<file path="src/rtl/msi_gen_pkg.sv">
package msi_gen_pkg;

   localparam int MSG_ADDR_W  = 64;
   localparam int MSG_DATA_W  = 32;
   localparam int BASE_DATA_W = 16;
   localparam int RID_W       = 16;

   typedef struct packed {
      logic [MSG_ADDR_W-1:0] addr;
      logic [MSG_DATA_W-1:0] data;
      logic [RID_W-1:0]      rid;
   } msi_msg_t;

endpackage

</file>
<file path="src/rtl/msi_vec_track.sv">
module msi_vec_track #(
   parameter int NUM_VEC = 32,
   parameter bit MASK_EN = 1'b1
) (
   input  logic               clk,
   input  logic               rst_n,
   input  logic               en,
   input  logic               cfg_wr,
   input  logic [NUM_VEC-1:0] req_hit,
   input  logic [NUM_VEC-1:0] mask,
   input  logic [NUM_VEC-1:0] in_range,
   input  logic [NUM_VEC-1:0] launch,
   output logic [NUM_VEC-1:0] pend,
   output logic [NUM_VEC-1:0] fire
);

   logic [NUM_VEC-1:0] direct_set;
   logic [NUM_VEC-1:0] released;
   logic [NUM_VEC-1:0] fire_nxt;

   generate
      if (MASK_EN) begin : g_masked
         logic [NUM_VEC-1:0] pend_q;
         logic [NUM_VEC-1:0] masked_set;
         logic [NUM_VEC-1:0] pend_nxt;
         logic               rescan;

         assign rescan     = en && cfg_wr;
         assign masked_set = req_hit & mask;
         assign direct_set = req_hit & ~mask;
         assign released   = rescan ? (pend_q & in_range & ~mask) : '0;

         always_comb begin
            pend_nxt = pend_q;
            if (rescan) begin
               pend_nxt = pend_q & in_range & mask;
            end
            pend_nxt = pend_nxt | masked_set;
         end

         always_ff @(posedge clk) begin
            if (!rst_n) begin
               pend_q <= '0;
            end else begin
               pend_q <= pend_nxt;
            end
         end

         assign pend = pend_q;

         AST_FROZEN_WHEN_OFF: assert property (@(posedge clk) disable iff (!rst_n)
            !en |=> $stable(pend_q));
      end else begin : g_plain
         assign direct_set = req_hit;
         assign released   = '0;
         assign pend       = '0;
      end
   endgenerate

   assign fire_nxt = (fire & ~launch) | direct_set | released;

   always_ff @(posedge clk) begin
      if (!rst_n) begin
         fire <= '0;
      end else begin
         fire <= fire_nxt;
      end
   end

endmodule

</file>
<file path="src/rtl/msi_lowest_pick.sv">
module msi_lowest_pick #(
   parameter int NUM_VEC = 32,
   localparam int VEC_W  = $clog2(NUM_VEC)
) (
   input  logic [NUM_VEC-1:0] req,
   output logic [NUM_VEC-1:0] gnt,
   output logic [VEC_W-1:0]   idx,
   output logic               any
);

   assign gnt = req & (~req + 1'b1);
   assign any = |req;

   always_comb begin
      idx = '0;
      for (int i = NUM_VEC - 1; i >= 0; i--) begin
         if (req[i]) begin
            idx = VEC_W'(i);
         end
      end
   end

endmodule

</file>
<file path="src/rtl/msi_msg_out.sv">
module msi_msg_out
   import msi_gen_pkg::*;
#(
   parameter int NUM_VEC   = 32,
   parameter bit ADDR64_EN = 1'b1,
   parameter int LOGF_W    = 3,
   localparam int VEC_W    = $clog2(NUM_VEC)
) (
   input  logic                   clk,
   input  logic                   rst_n,
   input  logic                   go,
   input  logic [VEC_W-1:0]       vec,
   input  logic [LOGF_W-1:0]      eff_log,
   input  logic [MSG_ADDR_W-1:0]  base_addr,
   input  logic [BASE_DATA_W-1:0] base_data,
   input  logic [RID_W-1:0]       rid,
   input  logic                   ready,
   output logic                   valid,
   output msi_msg_t               msg,
   output logic                   take
);

   logic [MSG_ADDR_W-1:0]  addr_c;
   logic [BASE_DATA_W-1:0] low_mask;
   logic [BASE_DATA_W-1:0] vec_ext;
   msi_msg_t               msg_c;

   generate
      if (ADDR64_EN) begin : g_addr64
         assign addr_c = base_addr;
      end else begin : g_addr32
         assign addr_c = {{(MSG_ADDR_W-32){1'b0}}, base_addr[31:0]};
      end
   endgenerate

   assign low_mask = BASE_DATA_W'((32'd1 << eff_log) - 32'd1);
   assign vec_ext  = BASE_DATA_W'(vec);

   always_comb begin
      msg_c.addr = addr_c;
      msg_c.data = {{(MSG_DATA_W-BASE_DATA_W){1'b0}},
                    (base_data & ~low_mask) | (vec_ext & low_mask)};
      msg_c.rid  = rid;
   end

   assign take = go && (!valid || ready);

   always_ff @(posedge clk) begin
      if (!rst_n) begin
         valid <= 1'b0;
         msg   <= '0;
      end else if (take) begin
         valid <= 1'b1;
         msg   <= msg_c;
      end else if (ready) begin
         valid <= 1'b0;
      end
   end

   AST_HOLD_UNTIL_READY: assert property (@(posedge clk) disable iff (!rst_n)
      valid && !ready |=> valid && $stable(msg));

endmodule

</file>
<file path="src/rtl/msi_msg_gen.sv">
module msi_msg_gen
   import msi_gen_pkg::*;
#(
   parameter int NUM_VEC   = 32,
   parameter bit MASK_EN   = 1'b1,
   parameter bit ADDR64_EN = 1'b1,
   parameter int LOGF_W    = 3,
   localparam int VEC_W    = $clog2(NUM_VEC)
) (
   input  logic                   clk,
   input  logic                   rst_n,
   input  logic                   cfg_enable,
   input  logic [LOGF_W-1:0]      cfg_log_vecs,
   input  logic [MSG_ADDR_W-1:0]  cfg_addr,
   input  logic [BASE_DATA_W-1:0] cfg_data,
   input  logic [NUM_VEC-1:0]     cfg_mask,
   input  logic                   cfg_wr,
   input  logic [RID_W-1:0]       req_id,
   input  logic                   irq_valid,
   input  logic [VEC_W-1:0]       irq_vec,
   output logic                   irq_err,
   output logic [NUM_VEC-1:0]     pend_o,
   input  logic                   intx_i,
   output logic                   intx_o,
   output logic                   msg_valid,
   input  logic                   msg_ready,
   output logic [MSG_ADDR_W-1:0]  msg_addr,
   output logic [MSG_DATA_W-1:0]  msg_data,
   output logic [RID_W-1:0]       msg_rid
);

   localparam int LOG_MAX = VEC_W;

   generate
      if (NUM_VEC < 2 || NUM_VEC > 32 || (NUM_VEC & (NUM_VEC - 1)) != 0) begin : g_bad_num
         $error("NUM_VEC must be a power of two from 2 to 32");
      end
      if ((1 << LOGF_W) <= LOG_MAX) begin : g_bad_logf
         $error("LOGF_W too narrow for log2(NUM_VEC)");
      end
   endgenerate

   logic [LOGF_W-1:0]  eff_log;
   logic [NUM_VEC-1:0] in_range;
   logic               legal;
   logic [NUM_VEC-1:0] req_hit;
   logic [NUM_VEC-1:0] fire;
   logic [NUM_VEC-1:0] gnt;
   logic [NUM_VEC-1:0] launch;
   logic [VEC_W-1:0]   pick_idx;
   logic               pick_any;
   logic               take;
   logic               err_q;
   msi_msg_t           msg;

   assign eff_log = (cfg_log_vecs > LOGF_W'(LOG_MAX)) ? LOGF_W'(LOG_MAX) : cfg_log_vecs;

   genvar gi;
   generate
      for (gi = 0; gi < NUM_VEC; gi++) begin : g_range
         assign in_range[gi] = (32'(gi) < (32'd1 << eff_log));
      end
   endgenerate

   assign legal   = (32'(irq_vec) < (32'd1 << eff_log));
   assign req_hit = (irq_valid && cfg_enable && legal) ? (NUM_VEC'(1) << irq_vec) : '0;

   always_ff @(posedge clk) begin
      if (!rst_n) begin
         err_q <= 1'b0;
      end else begin
         err_q <= irq_valid && cfg_enable && !legal;
      end
   end
   assign irq_err = err_q;

   msi_vec_track #(.NUM_VEC(NUM_VEC), .MASK_EN(MASK_EN)) u_track (
      .clk      (clk),
      .rst_n    (rst_n),
      .en       (cfg_enable),
      .cfg_wr   (cfg_wr),
      .req_hit  (req_hit),
      .mask     (cfg_mask),
      .in_range (in_range),
      .launch   (launch),
      .pend     (pend_o),
      .fire     (fire)
   );

   msi_lowest_pick #(.NUM_VEC(NUM_VEC)) u_pick (
      .req (fire),
      .gnt (gnt),
      .idx (pick_idx),
      .any (pick_any)
   );

   msi_msg_out #(.NUM_VEC(NUM_VEC), .ADDR64_EN(ADDR64_EN), .LOGF_W(LOGF_W)) u_out (
      .clk       (clk),
      .rst_n     (rst_n),
      .go        (pick_any && cfg_enable),
      .vec       (pick_idx),
      .eff_log   (eff_log),
      .base_addr (cfg_addr),
      .base_data (cfg_data),
      .rid       (req_id),
      .ready     (msg_ready),
      .valid     (msg_valid),
      .msg       (msg),
      .take      (take)
   );

   assign launch   = take ? gnt : '0;
   assign msg_addr = msg.addr;
   assign msg_data = msg.data;
   assign msg_rid  = msg.rid;
   assign intx_o   = intx_i && !cfg_enable;

   AST_ILLEGAL_NOSTATE: assert property (@(posedge clk) disable iff (!rst_n)
      irq_valid && cfg_enable && !legal && !cfg_wr |=> $stable(pend_o));

   AST_LOWEST_GRANT: assert property (@(posedge clk) disable iff (!rst_n)
      pick_any |-> $onehot(gnt) && (((gnt - 1'b1) & fire) == '0));

   AST_SEND_ONLY_WHEN_ON: assert property (@(posedge clk) disable iff (!rst_n)
      !cfg_enable && !msg_valid |=> !msg_valid);

endmodule

</file>
<file path="config.mk">
export PLATFORM = sky130hd
export DESIGN_NAME = msi_msg_gen
export DESIGN_NICKNAME = d
export VERILOG_FILES = /design/src/rtl/msi_gen_pkg.sv /design/src/rtl/msi_vec_track.sv /design/src/rtl/msi_lowest_pick.sv /design/src/rtl/msi_msg_out.sv /design/src/rtl/msi_msg_gen.sv
export SDC_FILE = /design/constraint.sdc
export NUM_CORES = 1
export LEC_CHECK = 0
export BUFFER_PORTS_ARGS = -buffer_cell sky130_fd_sc_hd__buf_2
export CORE_ASPECT_RATIO = 0.9
export CORE_MARGIN = 2
export CORE_UTILIZATION = 51
export DETAILED_ROUTE_END_ITERATION = 7
export PLACE_DENSITY = 0.81
export SYNTH_ARGS = -nofsm -noshare
export SYNTH_HDL_FRONTEND = slang
export SYNTH_HIERARCHICAL = 1
export SYNTH_SLANG_ARGS = --single-unit
</file>
<file path="constraint.sdc">
create_clock -name clk -period 3.27 [get_ports clk]
set_input_delay 0.654 -clock clk [delete_from_list [all_inputs] [get_ports clk]]
set_output_delay 0.654 -clock clk [all_outputs]
set_load 0.02 [all_outputs]
</file>
==> impl_metrics.yaml <==
clock_tree:
  postCtsSetupBuffers: 0
  cts-root-buf: "clkbuf_16"
  cts_resized: 0
  cts.sinks: 162
  cts-hold-fix-buffers: 0
  cts_tree: "done"
  clk_pin_slew_ps: 70
  clock_path_buffers: 2
  insertion_delay_ps: 440
  cts_inserted_buffers: 17
  htree_levels: 4
drt:
  drt-total-wl_mm: 25.5
  avgRoutedWirePerCell_um: 16.3
  drtIter0Drc: 575
  drcViolationCount: 0
  dr_total_vias: 8525
  via_per_inst: 5.44
  drt_first_pass_iters: 5
  final_antenna_net_count: 0
power_and_ir_drop:
  p_leak_nw: 4.66
  power_density_mw_per_mm2: 428
  totalPowerFinal_mw: 4.60
  irDropWorstVdd_v: 0.000357
timing:
  rsz0062_at_grt: "false"
  period_needed_ps: 2850
  finalSetupTns_ps: 0
  whs_ps: 434
  setup_viol: 0
  hold_viol: 0
  slew_headroom: 0.385
  worstMarginPinSlew_ps: 920
  slew_viol_final: 0
  skew_ps: 12.9
  period_share: 0.871
  fmax_mhz: 351
layout:
  insertedDiodeCount: 0
  multi_input_area_mm2: 0.00505
  area_delta_synth_final_pct: 22.6
  drive_gt1_frac: 0.288
  num-fill-cells: 1506
  regArea_mm2: 0.00324
  fin_nets: 1492
worst_setup_path:
  crit_required_ps: 3610
  end_kind: "register"
  critPathLaunchType: "register"
  critPathMaxFanout: 45
  r2r_end: "u_track/fire[6]$_SDFF_PN0_"
  reg2reg_slack_ps: 420
  r2r_cells: 12
  critical_path_class: "reg -> reg"
  r2r-start: "u_track/fire[19]$_SDFF_PN0_"
  cp_data_arrival_time_ps: 3190
floorplan:
  coreArea_mm2: 0.0168
  start_util: 0.521
  row_count: 45
  die_area_mm2: 0.0183
  dieHeight_um: 128
  io_pins: 290
  chipWidth_um: 142
hold_path:
  hold_path_class: "in -> reg"
  hold_path_end: "u_track/fire[8]$_SDFF_PN0_"
  worstHoldStart: "cfg_mask[8]"
  hold_depth: 2
synth:
  synth_warnings: 6
  yosysTopAreaCellShare: 0.370
  syn_inst: 1092
  synth_most_common_cell: "nand2_1"
  ys_types: 66
  synth_top_area_cell: "dfxtp_1"
  synth_flop_cell: "dfxtp_1"
  synth_area_leaders: "dfxtp_1, nand2_1, a21boi_0"
  seq_area_frac_synth: 0.370
  yosys-top-cells-count: "nand2_1, dfxtp_1, a21boi_0"
  synth-async-reset-ratio: 0
  syn_avg_cell_area_um2: 8.03
  synth-edff-count: 0
  ys_ff_latch: 162
  synth_area_mm2: 0.00877
place:
  place_congestion: 0.979
  dpl.hpwl_mm: 18.6
  numPortBuffers: 273
global_route:
  track_usage: 0.270
  antenna_found_initial: 1
  grt_pass1_vias: 7666
  grt_pass1_wl_mm: 39.0
  grt_max_degree: 137
  grt.overflow.total: 0
flow_run:
  drv_cap: 0
outcome:
  run_status: "finished, final reports clean"
## stage by stage
stage / setup WS, ps / cells / instance area [um^2] / util
after floorplan: 553 / 1108 / 8830 / -
after global placement: 467 / 1535 / 10200 / 0.605
after detailed placement: 375 / 1535 / 10200 / 0.605
after CTS: 442 / 1567 / 10700 / 0.638
after global routing: 268 / 1567 / 10700 / 0.638
final: 423 / 1567 / 10700 / 0.638
## placed cells by master, fill, tap and decap left out, drive strengths merged, types with 5 or more instances in the layout
master  count
a21oi      70
o21a       17
nor2       22
or3         6
inv        24
nand3      18
a21boi     92
ha          6
nor3b       7
nand2     290
dfxtp     162
buf       293
nor2b      76
and3        8
clkbuf     18
and2       38
nor3        7
nor4b       6
a21o        6
o31ai      34
nor4       11
conb       18
nand2b      6
o21ai      66
mux2i       5
## critical path, cell delays in order (launching register included)
cell      delay (ps)
dfxtp_1          340
or4_4            550
and3b_2          300
and3_1           230
nand3_1           80
and2_1           240
nand2_4           90
clkinv_2         160
buf_12           230
and2_1           160
nor2b_1          170
o21ai_1          100
o31ai_2           80
## how the worst max path moves through the flow
stage | from | endpoint | slack, ps | cells past startpoint
finish | u_track/fire[19]$_SDFF_PN0_ | u_track/fire[6]$_SDFF_PN0_ | 420 | 12
global route | u_track/fire[18]$_SDFF_PN0_ | u_track/fire[6]$_SDFF_PN0_ | 270 | 12
CTS | u_track/fire[18]$_SDFF_PN0_ | u_track/fire[6]$_SDFF_PN0_ | 440 | 12
detailed placement | cfg_log_vecs[1] | u_track/fire[11]$_SDFF_PN0_ | 370 | 11
global placement | cfg_log_vecs[1] | u_track/fire[20]$_SDFF_PN0_ | 470 | 12
floorplan | cfg_log_vecs[2] | u_track/fire[0]$_SDFF_PN0_ | 550 | 11
## cell type report
| type | instances | share of cell area |
|---|---|---|
| Sequential cell | 162 | 0.302 |
| Clock inverter | 14 | 0.0126 |
| Timing Repair Buffer | 293 | 0.146 |
| Tap cell | 211 | 0.0246 |
| Multi-Input combinational cell | 854 | 0.470 |
| Clock buffer | 18 | 0.0399 |
| Inverter | 15 | 0.00536 |
## kinds of logic after synthesis
| family | after synthesis | share of synthesized area |
|---|---|---|
| compound gates | 312 | 0.256 |
| mux | 5 | 0.00571 |
| fa+ha+maj | 6 | 0.00856 |
| flops | 162 | 0.370 |
| buf+inv | 92 | 0.0618 |
| simple gates | 511 | 0.296 |
| xor+xnor | 2 | 0.00200 |
| other cells | 2 | 0.000856 |
## routing by layer
layer | part of all wire | vias up | routed length (um) | global-route usage
met3 | 0.071 | 67 | 1800 | 0.0540
met2 | 0.46 | 365 | 11800 | 0.443
met4 | 0.037 | 2 | 951 | 0.120
li1 | - | 4196 | - | -
met5 | 0.00035 | - | 9 | 0
met1 | 0.43 | 3895 | 11000 | 0.346
## state kept, by name, summed over array words and instances (netlist names)
name,flops
irq_err,1
u_out/valid,1
u_out/msg,96
u_track/fire,32
u_track/pend,32
## report_power, final
part / internal, mW / total, mW / leakage [nW] / switching, mW
Sequential: 2.02 / 2.05 / 1.31 / 0.0255
Clock: 1.01 / 1.94 / 0.267 / 0.925
Combinational: 0.221 / 0.612 / 3.09 / 0.390
(Power assumes the default switching activity.)
